===== config.mk =====
export PLATFORM = sky130hd
export DESIGN_NAME = qr_step_core
export DESIGN_NICKNAME = d
export VERILOG_FILES = /design/src/rtl/qrs_pkg.sv /design/src/rtl/qrs_step_rom.sv /design/src/rtl/qrs_datapath.sv /design/src/rtl/qrs_sequencer.sv /design/src/rtl/qr_step_core.sv
export SDC_FILE = /design/constraint.sdc
export NUM_CORES = 1
export LEC_CHECK = 0
export CORE_AREA = 2 2 400 402
export DETAILED_ROUTE_END_ITERATION = 8
export DIE_AREA = 0 0 402 404
export DONT_BUFFER_PORTS = 1
export GPL_TIMING_DRIVEN = 0
export PLACE_DENSITY = 0.36
export SLEW_MARGIN = 20
export SYNTH_ARGS = -nofsm -noshare
export SYNTH_HDL_FRONTEND = slang
export SYNTH_SLANG_ARGS = --single-unit

===== constraint.sdc =====
create_clock -name clk -period 7 [get_ports clk]
set_input_delay 0.35 -clock clk [delete_from_list [all_inputs] [get_ports clk]]
set_output_delay 0.35 -clock clk [all_outputs]
set_load 0.005 [all_outputs]

===== src/rtl/qrs_pkg.sv =====
`timescale 1ns/1ps
package qrs_pkg;

    localparam int WORD_W       = 32;
    localparam int NUM_WORDS    = 16;
    localparam int GRID_DIM     = 4;
    localparam int STATE_W      = NUM_WORDS * WORD_W;
    localparam int IDX_W        = $clog2(NUM_WORDS);
    localparam int STEPS_PER_QR = 4;
    localparam int QR_PER_DR    = 2 * GRID_DIM;
    localparam int STEPS_PER_DR = STEPS_PER_QR * QR_PER_DR;
    localparam int STEP_W       = $clog2(STEPS_PER_DR);
    localparam int SUB_W        = $clog2(STEPS_PER_QR);
    localparam int ROT_W        = $clog2(WORD_W);

    // Role of a word inside one quarter round; also its grid row.
    localparam int ROLE_A = 0;
    localparam int ROLE_B = 1;
    localparam int ROLE_C = 2;
    localparam int ROLE_D = 3;

    typedef logic [WORD_W-1:0] word_t;
    typedef logic [IDX_W-1:0]  widx_t;
    typedef logic [ROT_W-1:0]  rot_amt_t;
    typedef logic [SUB_W-1:0]  rot_sel_t;

    // Control word for one element step: the four lookups.
    typedef struct packed {
        widx_t    add_dst;
        widx_t    add_src;
        widx_t    rot_tgt;
        rot_sel_t rot_sel;
    } step_ctl_t;

    // Word index of a role within quarter round qr.
    // Quarter rounds below GRID_DIM walk columns, the rest walk diagonals.
    function automatic widx_t qr_member(input int unsigned qr, input int unsigned role);
        int unsigned lane;
        int unsigned col;
        lane = qr % GRID_DIM;
        if (qr < GRID_DIM) col = lane;
        else               col = (lane + role) % GRID_DIM;
        return widx_t'(role * GRID_DIM + col);
    endfunction

    // Table entry for step k of a double round.
    function automatic step_ctl_t step_ctl(input int unsigned k);
        step_ctl_t   c;
        int unsigned qr;
        int unsigned sub;
        qr  = k / STEPS_PER_QR;
        sub = k % STEPS_PER_QR;
        if ((sub % 2) == 0) begin
            c.add_dst = qr_member(qr, ROLE_A);
            c.add_src = qr_member(qr, ROLE_B);
            c.rot_tgt = qr_member(qr, ROLE_D);
        end else begin
            c.add_dst = qr_member(qr, ROLE_C);
            c.add_src = qr_member(qr, ROLE_D);
            c.rot_tgt = qr_member(qr, ROLE_B);
        end
        c.rot_sel = rot_sel_t'(sub);
        return c;
    endfunction

    // Rotate amount for a position inside the quarter round.
    function automatic rot_amt_t rot_amount(input int unsigned sel);
        case (sel % STEPS_PER_QR)
            0:       return rot_amt_t'(16);
            1:       return rot_amt_t'(12);
            2:       return rot_amt_t'(8);
            default: return rot_amt_t'(7);
        endcase
    endfunction

    function automatic word_t rotl(input word_t v, input rot_amt_t s);
        logic [2*WORD_W-1:0] dbl;
        dbl = {v, v} >> (WORD_W - int'(s));
        return dbl[WORD_W-1:0];
    endfunction

endpackage


===== src/rtl/qrs_step_rom.sv =====
`timescale 1ns/1ps
module qrs_step_rom import qrs_pkg::*; (
    input  logic              clk,
    input  logic              rst,
    input  logic              step_en,
    input  logic [STEP_W-1:0] step_idx,
    output step_ctl_t         ctl
);

    step_ctl_t tbl [STEPS_PER_DR];

    for (genvar k = 0; k < STEPS_PER_DR; k++) begin : g_tbl
        assign tbl[k] = step_ctl(k);
    end

    assign ctl = tbl[step_idx];

    // the three word lookups of a step never collide
    p_distinct_idx_r3: assert property (@(posedge clk) disable iff (rst)
        step_en |-> (ctl.add_dst != ctl.add_src) &&
                    (ctl.add_dst != ctl.rot_tgt) &&
                    (ctl.add_src != ctl.rot_tgt));

    // consecutive steps inside a quarter round advance the rotate selector
    p_rot_cycle_r4: assert property (@(posedge clk) disable iff (rst)
        step_en && (step_idx[SUB_W-1:0] != '0) |-> ctl.rot_sel == step_idx[SUB_W-1:0]);

endmodule


===== src/rtl/qrs_datapath.sv =====
`timescale 1ns/1ps
module qrs_datapath import qrs_pkg::*; (
    input  logic               clk,
    input  logic               rst,
    input  logic               load_en,
    input  logic [STATE_W-1:0] load_vec,
    input  logic               step_en,
    input  step_ctl_t          ctl,
    output logic [STATE_W-1:0] state_vec
);

    word_t    st [NUM_WORDS];
    rot_amt_t rot_tbl [STEPS_PER_QR];
    rot_amt_t amt;
    word_t    sum_w;
    word_t    mix_w;
    word_t    rot_w;

    for (genvar j = 0; j < STEPS_PER_QR; j++) begin : g_rot
        assign rot_tbl[j] = rot_amount(j);
    end

    // Fused step: the xor reads the fresh sum, not the stored word.
    always_comb begin
        amt   = rot_tbl[ctl.rot_sel];
        sum_w = st[ctl.add_dst] + st[ctl.add_src];
        mix_w = st[ctl.rot_tgt] ^ sum_w;
        rot_w = rotl(mix_w, amt);
    end

    always_ff @(posedge clk) begin
        if (rst) begin
            for (int i = 0; i < NUM_WORDS; i++) st[i] <= '0;
        end else if (load_en) begin
            for (int i = 0; i < NUM_WORDS; i++) st[i] <= load_vec[i*WORD_W +: WORD_W];
        end else if (step_en) begin
            st[ctl.add_dst] <= sum_w;
            st[ctl.rot_tgt] <= rot_w;
        end
    end

    for (genvar i = 0; i < NUM_WORDS; i++) begin : g_word
        assign state_vec[i*WORD_W +: WORD_W] = st[i];

        // words outside the current step keep their value
        p_untouched_r3: assert property (@(posedge clk) disable iff (rst)
            step_en && !load_en && (ctl.add_dst != widx_t'(i)) && (ctl.rot_tgt != widx_t'(i))
            |=> $stable(st[i]));

        // a load places each word at its own slice
        p_load_word_r2: assert property (@(posedge clk) disable iff (rst)
            load_en |=> st[i] == $past(load_vec[i*WORD_W +: WORD_W]));

        // with neither load nor step the state holds
        p_idle_hold_r10: assert property (@(posedge clk) disable iff (rst)
            !load_en && !step_en |=> $stable(st[i]));
    end

endmodule


===== src/rtl/qrs_sequencer.sv =====
`timescale 1ns/1ps
module qrs_sequencer import qrs_pkg::*; #(
    parameter int DBL_ROUNDS = 10
) (
    input  logic              clk,
    input  logic              rst,
    input  logic              start,
    output logic              load_en,
    output logic              step_en,
    output logic [STEP_W-1:0] step_idx,
    output logic              done
);

    localparam int RND_W       = (DBL_ROUNDS > 1) ? $clog2(DBL_ROUNDS) : 1;
    localparam int TOTAL_STEPS = DBL_ROUNDS * STEPS_PER_DR;
    localparam logic [STEP_W-1:0] LAST_STEP = STEP_W'(STEPS_PER_DR - 1);
    localparam logic [RND_W-1:0]  LAST_RND  = RND_W'(DBL_ROUNDS - 1);

    typedef enum logic {SEQ_IDLE, SEQ_RUN} seq_state_e;

    seq_state_e        st_q;
    logic [STEP_W-1:0] step_q;
    logic [RND_W-1:0]  rnd_q;
    logic              done_q;
    logic              last_step;

    assign load_en   = start && (st_q == SEQ_IDLE);
    assign step_en   = (st_q == SEQ_RUN);
    assign step_idx  = step_q;
    assign done      = done_q;
    assign last_step = (step_q == LAST_STEP) && (rnd_q == LAST_RND);

    always_ff @(posedge clk) begin
        if (rst) begin
            st_q   <= SEQ_IDLE;
            step_q <= '0;
            rnd_q  <= '0;
            done_q <= 1'b0;
        end else begin
            done_q <= 1'b0;
            case (st_q)
                SEQ_IDLE: begin
                    if (start) begin
                        st_q   <= SEQ_RUN;
                        step_q <= '0;
                        rnd_q  <= '0;
                    end
                end
                default: begin
                    if (step_q == LAST_STEP) begin
                        step_q <= '0;
                        if (rnd_q == LAST_RND) begin
                            st_q   <= SEQ_IDLE;
                            done_q <= 1'b1;
                        end else begin
                            rnd_q <= rnd_q + RND_W'(1);
                        end
                    end else begin
                        step_q <= step_q + STEP_W'(1);
                    end
                end
            endcase
        end
    end

    // Independent count of steps since the last load, for the checks below.
    logic [31:0] chk_steps;
    always_ff @(posedge clk) begin
        if (rst)          chk_steps <= '0;
        else if (load_en) chk_steps <= '0;
        else if (step_en) chk_steps <= chk_steps + 32'd1;
    end

    // done appears only after exactly the configured number of steps
    p_done_count_r7: assert property (@(posedge clk) disable iff (rst)
        done_q |-> chk_steps == 32'(TOTAL_STEPS));

    // no step beyond the configured run
    p_run_bound_r7: assert property (@(posedge clk) disable iff (rst)
        step_en |-> chk_steps < 32'(TOTAL_STEPS));

    // done is a single-cycle pulse
    p_done_pulse_r8: assert property (@(posedge clk) disable iff (rst)
        done_q |=> !done_q);

    // done follows the edge of the final step
    p_done_after_last_r8: assert property (@(posedge clk) disable iff (rst)
        step_en && last_step |=> done_q && !step_en);

    // start during a run neither reloads nor disturbs the step order
    p_start_ignored_r9: assert property (@(posedge clk) disable iff (rst)
        step_en && start && !last_step |=> step_en && (step_idx == STEP_W'($past(step_idx) + STEP_W'(1))));

endmodule


===== src/rtl/qr_step_core.sv =====
`timescale 1ns/1ps
module qr_step_core import qrs_pkg::*; #(
    parameter int DBL_ROUNDS = 10
) (
    input  logic               clk,
    input  logic               rst,
    input  logic               start,
    input  logic [STATE_W-1:0] load_state,
    output logic               done,
    output logic [STATE_W-1:0] result
);

    logic              load_en;
    logic              step_en;
    logic [STEP_W-1:0] step_idx;
    step_ctl_t         ctl;

    qrs_sequencer #(.DBL_ROUNDS(DBL_ROUNDS)) u_seq (
        .clk      (clk),
        .rst      (rst),
        .start    (start),
        .load_en  (load_en),
        .step_en  (step_en),
        .step_idx (step_idx),
        .done     (done)
    );

    qrs_step_rom u_rom (
        .clk      (clk),
        .rst      (rst),
        .step_en  (step_en),
        .step_idx (step_idx),
        .ctl      (ctl)
    );

    qrs_datapath u_dp (
        .clk       (clk),
        .rst       (rst),
        .load_en   (load_en),
        .load_vec  (load_state),
        .step_en   (step_en),
        .ctl       (ctl),
        .state_vec (result)
    );

    // the result seen with done stays put unless a new run starts
    p_done_hold_r10: assert property (@(posedge clk) disable iff (rst)
        done && !start |=> $stable(result));

    // reset leaves done low
    p_reset_done_r1: assert property (@(posedge clk)
        rst |=> !done);

endmodule


======== Yosys cells after proc, flatten, opt, wreduce, memory -nomap -nowiden ========
Memory sizes are Yosys's and may differ from the RTL's.
Cells that the tools add are included.
Widths: inputs -> output; s select.
storage, ports and cells
  bits in read-only memories .............. 448
  input bits .............................. 515
  bits in registers ....................... 11
  output and inout bits ................... 513
  bits in writable memories ............... 512
  memories ................................ 2
  logic and storage cells ................. 92
memories
  name             words  width  read ports  clocked after memory_dff  write ports  line                text
  u_dp.st          16     32     19          0                         16           qrs_datapath.sv:12  word_t st [NUM_WORDS];
  (no name shown)  32     14     1           0                         0            qrs_step_rom.sv:16  assign ctl = tbl[step_idx];
operators by class
  magnitude comparators ................... 2
  reduce and logical (&&, ||, !) cells .... 6
  add/subtract/negate cells ............... 4
  shifts and indexed selects .............. 1
  bitwise operators ....................... 21
  eq/ne operators ......................... 4
  multiplexer cells ....................... 48
operators with widths
  cell                 count
  $mux 32              18
  $reduce_or 32->1     2
  $shr 64x32->32       1
  $add 32x32->32       1
  $xor 32x32->32       1
  $mux 14              2
  $mux 5               5
  $mux 4               6
  $mux 1               16
  $or 1x1->1           16
  $bmux 5 s2           1
  $sub 6x5->7 const A  1
  $ge 6x6->1 const B   1
  $not 5->6            1
  $add 5x1->5 const B  1
  $eq 5x5->1 const B   1
  $add 4x1->4 const B  1
  $eq 4x4->1 const B   1
  $ne 2x2->1 const B   2
  $ge 3x3->1 const B   1
  $not 2->3            1
  $reduce_and 3->1     1
  $reduce_or 3->1      1
  $not 1->1            2
  2 further kinds      2

======== Longest topological paths before layout ========
Gate-level depths: netlist of the first run.
  word-level depth ........................ 11
  depth in mapped cells ................... 23
  mapped depth without buffers ............ 18

======== Modules after synthesis ========
A second synthesis of the first run with hierarchy kept.
unflattened totals
  cell total of the unflattened synthesis .. 3454
  area, all modules ....................... 41611.2 sq um
by module, submodules not included
  module         cells an instance  area each (sq um)  instances  sequential area each (sq um)
  qrs_datapath   3373               40936.8            1          15374.7
  qrs_sequencer  61                 538.0              1          220.2
  qrs_step_rom   20                 136.4              1          0.0

======== Worst setup path before layout of the first run ========
No wires, ideal clock.
  kind .................................... reg-to-reg
  start ................................... register u_seq.step_q[4], in the netlist u_seq.step_idx[4]
  end ..................................... memory u_dp.st[12][10] (netlist bit), data pin
  data arrival time ....................... 6077 ps
  library setup time ...................... 266 ps
  stages on the path, launching flop included .. 21
  slack ................................... 658 ps
  buffers on the path ..................... 6
  data required time ...................... 6734 ps
  period minus slack after synthesis ...... 6342 ps
  cell sequence ........................... dfxtp_1 buf_4 xnor2_4 clkbuf_1 clkbuf_1 buf_1 buf_1 mux4_2 nand2_1 nand2_1 ha_1 clkbuf_1 nand4_1 o221ai_1 a211oi_1 a21boi_0 mux2i_1 xnor2_1 mux4_2 a21oi_2 o21ai_0
RTL lines
  what                      line                 text
  start: declaration        qrs_sequencer.sv:22  logic [STEP_W-1:0] step_q;
  start signal: assignment  qrs_sequencer.sv:59  step_q <= step_q + STEP_W'(1);
  end: declaration          qrs_datapath.sv:12

==> results of run 1 <==
==> registers in the layout, summed over array words and instances, names as in the netlist <==
signal	flops
u_dp.st	512
u_seq.step_idx	5
u_seq.rnd_q	4
u_seq.done	1
u_seq.step_en	1
==> worst paths after layout <==
path | depth (start not counted) | to | from | slack (ns)
min | 2 | u_seq.done$_SDFF_PP0_ | rst | 0.09
max reg2reg | 21 | u_dp.st[6][9]$_DFFE_PP_ | u_seq.step_idx[3]$_SDFFE_PP0P_ | 0.11
max | 21 | u_dp.st[6][9]$_DFFE_PP_ | u_seq.step_idx[3]$_SDFFE_PP0P_ | 0.11
min reg2reg | 2 | u_seq.rnd_q[1]$_SDFFE_PP0P_ | u_seq.rnd_q[1]$_SDFFE_PP0P_ | 0.58
==> what timing repair did <==
action | CTS | global route
gates resized for setup | 162 | 43
pin swaps | 9 | 1
hold buffers | 513 | 0
endpoints found under the setup margin | 496 | 248
setup buffers | 18 | 1
hold endpoints to repair | 519 | 0
==> worst max-delay path: stages, from the launching register on <==
cell       delay, ns
dfxtp_1         0.46
buf_4           0.32
buf_2           0.35
buf_2           0.38
buf_8           0.35
mux2_2          0.39
o21ai_1         0.39
o21ai_2         0.21
ha_1            0.36
clkbuf_1        0.33
nand4_1         0.24
nor3_1          0.25
o2111ai_1       0.31
a21boi_4        0.30
mux2i_4         0.28
buf_8           0.17
xnor2_2         0.15
or2_2           0.30
a31oi_1         0.41
o22a_2          0.28
buf_12          0.14
o21ai_0         0.13
==> area by class of cell <==
| type | count | area, um2 |
|---|---|---|
| inverters | 23 | 87.58 |
| flip-flops and latches | 523 | 15600 |
| plain buffers | 222 | 1126 |
| well taps | 2072 | 2592 |
| clock buffers | 86 | 1812 |
| clock inverters | 39 | 356.6 |
| diodes | 19 | 47.55 |
| repair buffers | 583 | 6145 |
| multi-input cells | 2118 | 15970 |
| fillers | 16616 | 114100 |
==> metrics by stage <==
stage | area (um2) | total power, uW
floorplan | 31650 | 5572
global placement | 34250 | 7647
detailed placement | 35530 | 7971
CTS | 43530 | 12060
global route | 43710 | 12350
finish | 43730 | 12110
==> layout by cell type (no fill, tap or decap), types with 14 or more instances in the layout <==
master / Yosys / routed
nand2_1: 567 / 550
dlygate4sd3_1: 0 / 513
edfxtp_1: 512 / 512
o21ai_0: 298 / 277
a22o_1: 223 / 223
clkbuf_1: 179 / 150
mux2i_1: 140 / 131
mux4_2: 119 / 119
nand3_1: 113 / 113
nor2_1: 100 / 93
a21oi_1: 77 / 70
clkbuf_16: 0 / 70
buf_4: 10 / 39
buf_6: 3 / 32
ha_1: 37 / 31
mux2_2: 28 / 27
o21ai_1: 12 / 24
nor3_1: 30 / 24
xnor2_1: 42 / 23
diode_2: 0 / 19
inv_1: 19 / 19
xnor2_2: 2 / 18
a31oi_1: 19 / 17
buf_2: 11 / 16
clkbuf_4: 0 / 16
and3_1: 16 / 16
nand4_1: 15 / 15
clkbuf_2: 0 / 14
clkinv_1: 3 / 14
==> kinds of logic (layout without fill, tap and decap cells) <==
| kind of cell | after synthesis | after routing | synth area share (%) |
|---|---|---|---|
| flops | 523 | 523 | 49.27 |
| simple gates | 918 | 918 | 12.43 |
| mux | 288 | 288 | 13.93 |
| other cells | 0 | 19 | 0 |
| xor+xnor | 71 | 71 | 2.316 |
| buf+inv | 256 | 953 | 3.269 |
| compound gates | 803 | 803 | 17.26 |
| fa+ha+maj | 38 | 38 | 1.526 |
==> routing by layer <==
layer	global-route usage, %	wire length (um)	part of all wire [%]	vias to the layer above
met5	0	49	0.019	-
met4	14.14	13890	5.5	8
met3	7.113	18710	7.4	426
met2	52.38	123900	49	1870
met1	34.32	95130	38	16077
li1	-	-	-	12492
==> power by group <==
group,switching [uW],leakage (uW),internal (uW),total (uW)
sequential,471,0.00559,3770,4240
clock,1610,0.00106,2000,3610
combinational,2890,0.00918,1360,4250
total,4960,0.0158,7140,12100
==> metrics, run 1 <==
Root Driver clkbuf_16; H-tree depth 3; first-pass GRT wire length between 300 and 400 mm; CP max FO 19; leak pwr between 0.015 and 0.02 uW; final setup fails 0; area grow syn2layout 38.16%; Tcrit/Tclk final 98.45%; Die Span X 402 um; DRT Pass-1 Iters 7; post-placement cell count between 5000 and 6000; die area between 150000 and 200000 um2; CP arrival around 7.3 ns; antenna violations before repair 23; Startpoint Class flop; nature of the critical path endpoint flop; Max Slew Vio Count 0; post-route ant nets 0; core area ~160000 um2; actual slew at the worst max-slew pin 1.256 ns; TritonCTS clock tree yes; site row count around 150; Tot GR Track Use ~30%; Vias between 30000 and 40000; Synth top cells by count nand2_1 (567), edfxtp_1 (512), o21ai_0 (298); GRT Residual Overflow 0; Placement Setup Slack -3.787 ns; kind of critical path flop to flop; average size of a mapped cell roughly 11 um2; vias per inst between 5 and 6; Synth area leaders edfxtp_1 (49%), mux4_2 (8.5%), nand2_1 (6.7%); RSZ-0062 raised after global routing no; Max VDD drop between 0.15 and 0.2 mV; final hold violations 0; Tmin final around 7 ns; fraction of final layout cells sized beyond drive strength 1 15.05%; Post-Route WL 251.6 mm; ys async rst share 0%; sequential area share after synthesis about 49%; final HPWL from detailed placement 204.8 mm; Post-Syn Instances 2897; Initial Util between 20% and 30%; post-layout util 27.71%; synth unique cells 86; Hold Crit Class input port to flop; clk_lat worst skew about 0.69 ns; Synth area leader edfxtp_1; Yosys reg bits roughly 520; vias in the first global route 30738; worst clock skew around 0.045 ns; Max-Cap Viols 0; final net count between 4000 and 5000; EDFF count, synth slightly above 500; largest net degree at the start of global routing 33; run status finished, final reports clean; PwrDens approximately 280 nW/um2; routability cong. approximately 0.96; CTS Buf Count 70; Clock transition at path regs 0.07 ns; Highest Clock Rate between 100 and 150 MHz; # DRC 0; Cell Count, Final, Fillers Out around 5700; Required @ worst endpoint 7.36 ns; Synth top area share roughly half; num ports roughly 1000; Post-Syn Area about 32000 um2; PnR worst setup slack 0.1087 ns; PortBufs 0; Mapped Nets 3450; Relative slew margins 16.24%; Wirelength per Cell 44.26 um; Min Hold Slack around 0.087 ns; Num Clock Sinks 523; number of DRC markers in iteration 0 a little over 3000; Die Height between 400 and 500 um; top-count cell post-synth nand2_1; synthesis warning total 0; clock buffer depth 3; dominant synthesized flop cell edfxtp_1; TNS Setup 0 ns
Power figures use the tool's default switching activity.
==> run 2: changes to the inputs <==
--- a/config.mk
+++ b/config.mk
@@ -5,9 +5,10 @@
 export SDC_FILE = /design/constraint.sdc
 export NUM_CORES = 1
 export LEC_CHECK = 0
-export CORE_AREA = 2 2 400 402
+export ABC_AREA = 1
+export CORE_AREA = 2 2 396 398
 export DETAILED_ROUTE_END_ITERATION = 8
-export DIE_AREA = 0 0 402 404
+export DIE_AREA = 0 0 398 400
 export DONT_BUFFER_PORTS = 1
 export GPL_TIMING_DRIVEN = 0
 export PLACE_DENSITY = 0.36
==> run 2 against run 1 <==
Against the previous run:
- clock-buffer cell count rose by 3
- combinational power fell by 12%
- final cell count rose by 13%
- register-to-register slack improved by 0.09 ns
- area after synthesis fell by 1.8%
- first-iteration DRC count rose by 15%
- sequential share of layout area rose by 1.4 points
- final area fell by 3.9%
- global-route usage rose by 0.87 points
==> metrics, run 2 <==
run status finished, final reports clean; sequential area share after synthesis between 50 and 60%; commonest non-fill, non-tap cell in the layout nand2_1; CP most frequent cell nand2_1; H-tree depth 3; Max-Cap Viols 0; dominant synthesized flop cell edfxtp_1; CTS Buf Count between 70 and 80; final instance area around 42000 um2; Sequential cell area 15600 um2; Highest Clock Rate 147.0 MHz; site row count approximately 150; Synth area leaders edfxtp_1 (49%), nand2_1 (14%), o21ai_0 (6.8%); post-route ant nets 0; Reg with most FFs u_dp.st; Die Span X roughly 400 um; EDFF count, synth 512; Clock transition at path regs about 0.060 ns; fraction of final layout cells sized beyond drive strength 1 10.35%; clock buffer depth 3; CP max FO 10; Initial Util 20.04%; Tcrit/Tclk final 97.16%; number of DRC markers in iteration 0 around 3600; Max Slew Vio Count 0; Die Height 400 um; PnR worst setup slack just under 0.2 ns; # DRC 0; Mapped Nets 4243; Multi-input gate area between 10000 and 15000 um2; PwrDens approximately 280 nW/um2; average size of a mapped cell roughly 8.4 um2; Reg2Reg Depth 28; num ports between 1000 and 1500; Synth top area share about half; synthesis warning total 0; Placement Setup Slack -1.375 ns; Post-Syn Instances roughly 3700; Required @ worst endpoint 7.49 ns; Tmin final about 6.8 ns; synth unique cells 55; Min Hold Slack ~0.042 ns; final setup fails 0; Relative slew margins between 10% and 20%; Synth area leader edfxtp_1; DRT Pass-1 Iters 6; hold depth 2; TritonCTS clock tree yes; Layout fillers about 17000; worst clock skew between 0.03 and 0.04 ns; final HPWL from detailed placement slightly above 200 mm; max incr delay on CP around 0.85 ns; core area ~160000 um2; clk_lat worst skew 0.69 ns; first-pass GRT wire length roughly 320 mm; Hold Crit Class input port to flop; Post-Syn Area 31090 um2; leading cell types in the layout, fill and taps excluded nand2_1 (1172), edfxtp_1 (512), dlygate4sd3_1 (511); vias in the first global route ~33000; routability cong. about 0.96; Vias about 34000; largest net degree at the start of global routing 33; final hold violations 0; GRT Residual Overflow 0; Num Clock Sinks ~520; die area about 160000 um2; CP arrival approximately 7.3 ns; Post-DP Area between 30000 and 40000 um2; actual slew at the worst max-slew pin 1.225 ns; top-count cell post-synth nand2_1; Yosys reg bits ~520; Synth top cells by count nand2_1 (1194), edfxtp_1 (512), o21ai_0 (420); Worst path slowest cell clkbuf_1; Post-Route WL approximately 260 mm; Root Driver clkbuf_16; leak pwr 0.01653 uW; Largest register FFs a little over 500; antenna violations before repair 29; kind of critical path flop to flop; area grow syn2layout 35.25%; nature of the critical path endpoint flop; ys async rst share 0%; vias per inst approximately 5.3; Tot GR Track Use 30.81%; PortBufs 0; Wirelength per Cell between 30 and 40 um; RSZ-0062 raised after global routing no; final net count roughly 4800; Startpoint Class flop; Max VDD drop around 0.16 mV
run 2: path summary, 6_finish.rpt:
| check | start | slack [ns] | to |
|---|---|---|---|
| worst max-delay path | u_seq.step_idx[0]$_SDFFE_PP0P_ | 0.20 | u_dp.st[6][8]$_DFFE_PP_ |
| worst min-delay path | load_state[236] | 0.04 | u_dp.st[7][12]$_DFFE_PP_ |
| worst max register to register | u_seq.step_idx[0]$_SDFFE_PP0P_ | 0.20 | u_dp.st[6][8]$_DFFE_PP_ |
| worst min register to register | u_seq.rnd_q[3]$_SDFFE_PP0P_ | 0.48 | u_seq.rnd_q[3]$_SDFFE_PP0P_ |
run 2: cells by family (layout without fill, tap and decap cells):
kind of cell | count (synthesis) | in the layout | synth area share, %
AOI/OAI and AO/OA | 720 | 720 | 13.12
xor gates and xnor gates | 27 | 27 | 0.8332
adders and majority gates | 38 | 38 | 1.554
buffers and inverters | 352 | 1010 | 4.862
DFF | 523 | 523 | 50.17
muxes | 59 | 59 | 1.900
other | 0 | 19 | 0
and+or+nand+nor | 1971 | 1971 | 27.56
run 2: power by group:
group | total [uW] | internal (uW) | switching, uW
Combinational | 3750 | 930 | 2820
Clock | 3780 | 2140 | 1640
Sequential | 4200 | 3780 | 423
Total | 11700 | 6840 | 4880
run 2: layout make-up:
| cell class | instances | share of cell area, % |
|---|---|---|
| Buffer | 230 | 2.717 |
| Inverter | 121 | 1.080 |
| Tap cell | 2058 | 6.125 |
| Clock inverter | 36 | 0.9970 |
| Multi-Input combinational cell | 2815 | 34.19 |
| Sequential cell | 523 | 37.09 |
| Timing Repair Buffer | 534 | 13.30 |
| Clock buffer | 89 | 4.387 |
| Antenna cell | 19 | 0.1131 |
run 2: timing repair:
action	4_1_cts	5_1_grt
endpoints found under the hold margin	516	0
setup endpoints to repair	303	254
buffers inserted	0	0
resized for setup	28	26
pin swaps	0	0
hold buffers	511	0
run 2: routing by layer:
metal	vias to the layer above	global-route usage, %	routed length, um
met5	-	0	55
met4	8	15.68	14510
met3	491	7.708	21920
met2	2073	53.68	124800
met1	16965	34.78	94600
li1	14201	-	-
run 2: worst max-delay path, delay by kind of cell, from the launching register on:
family,cells,cell delay (ns)
AND/OR/NAND/NOR,19,3.18
adder cells (fa/ha/maj),1,0.40
buffers and inverters,3,1.27
flip-flops,1,0.43
AO/OA/AOI/OAI,5,1.29
run 2: metrics by stage:
stage	TNS (ns)	total power, uW	util (%)	cells
3_3_place_gp	-1019.70	7568	21.70	5748
4_1_cts	0	11710	27.01	6406
2_1_floorplan	0	5592	-	3690
6_report	0	11730	27.10	6425
5_1_grt	0	12000	27.08	6409
3_5_place_dp	-252.62	7682	22.18	5771
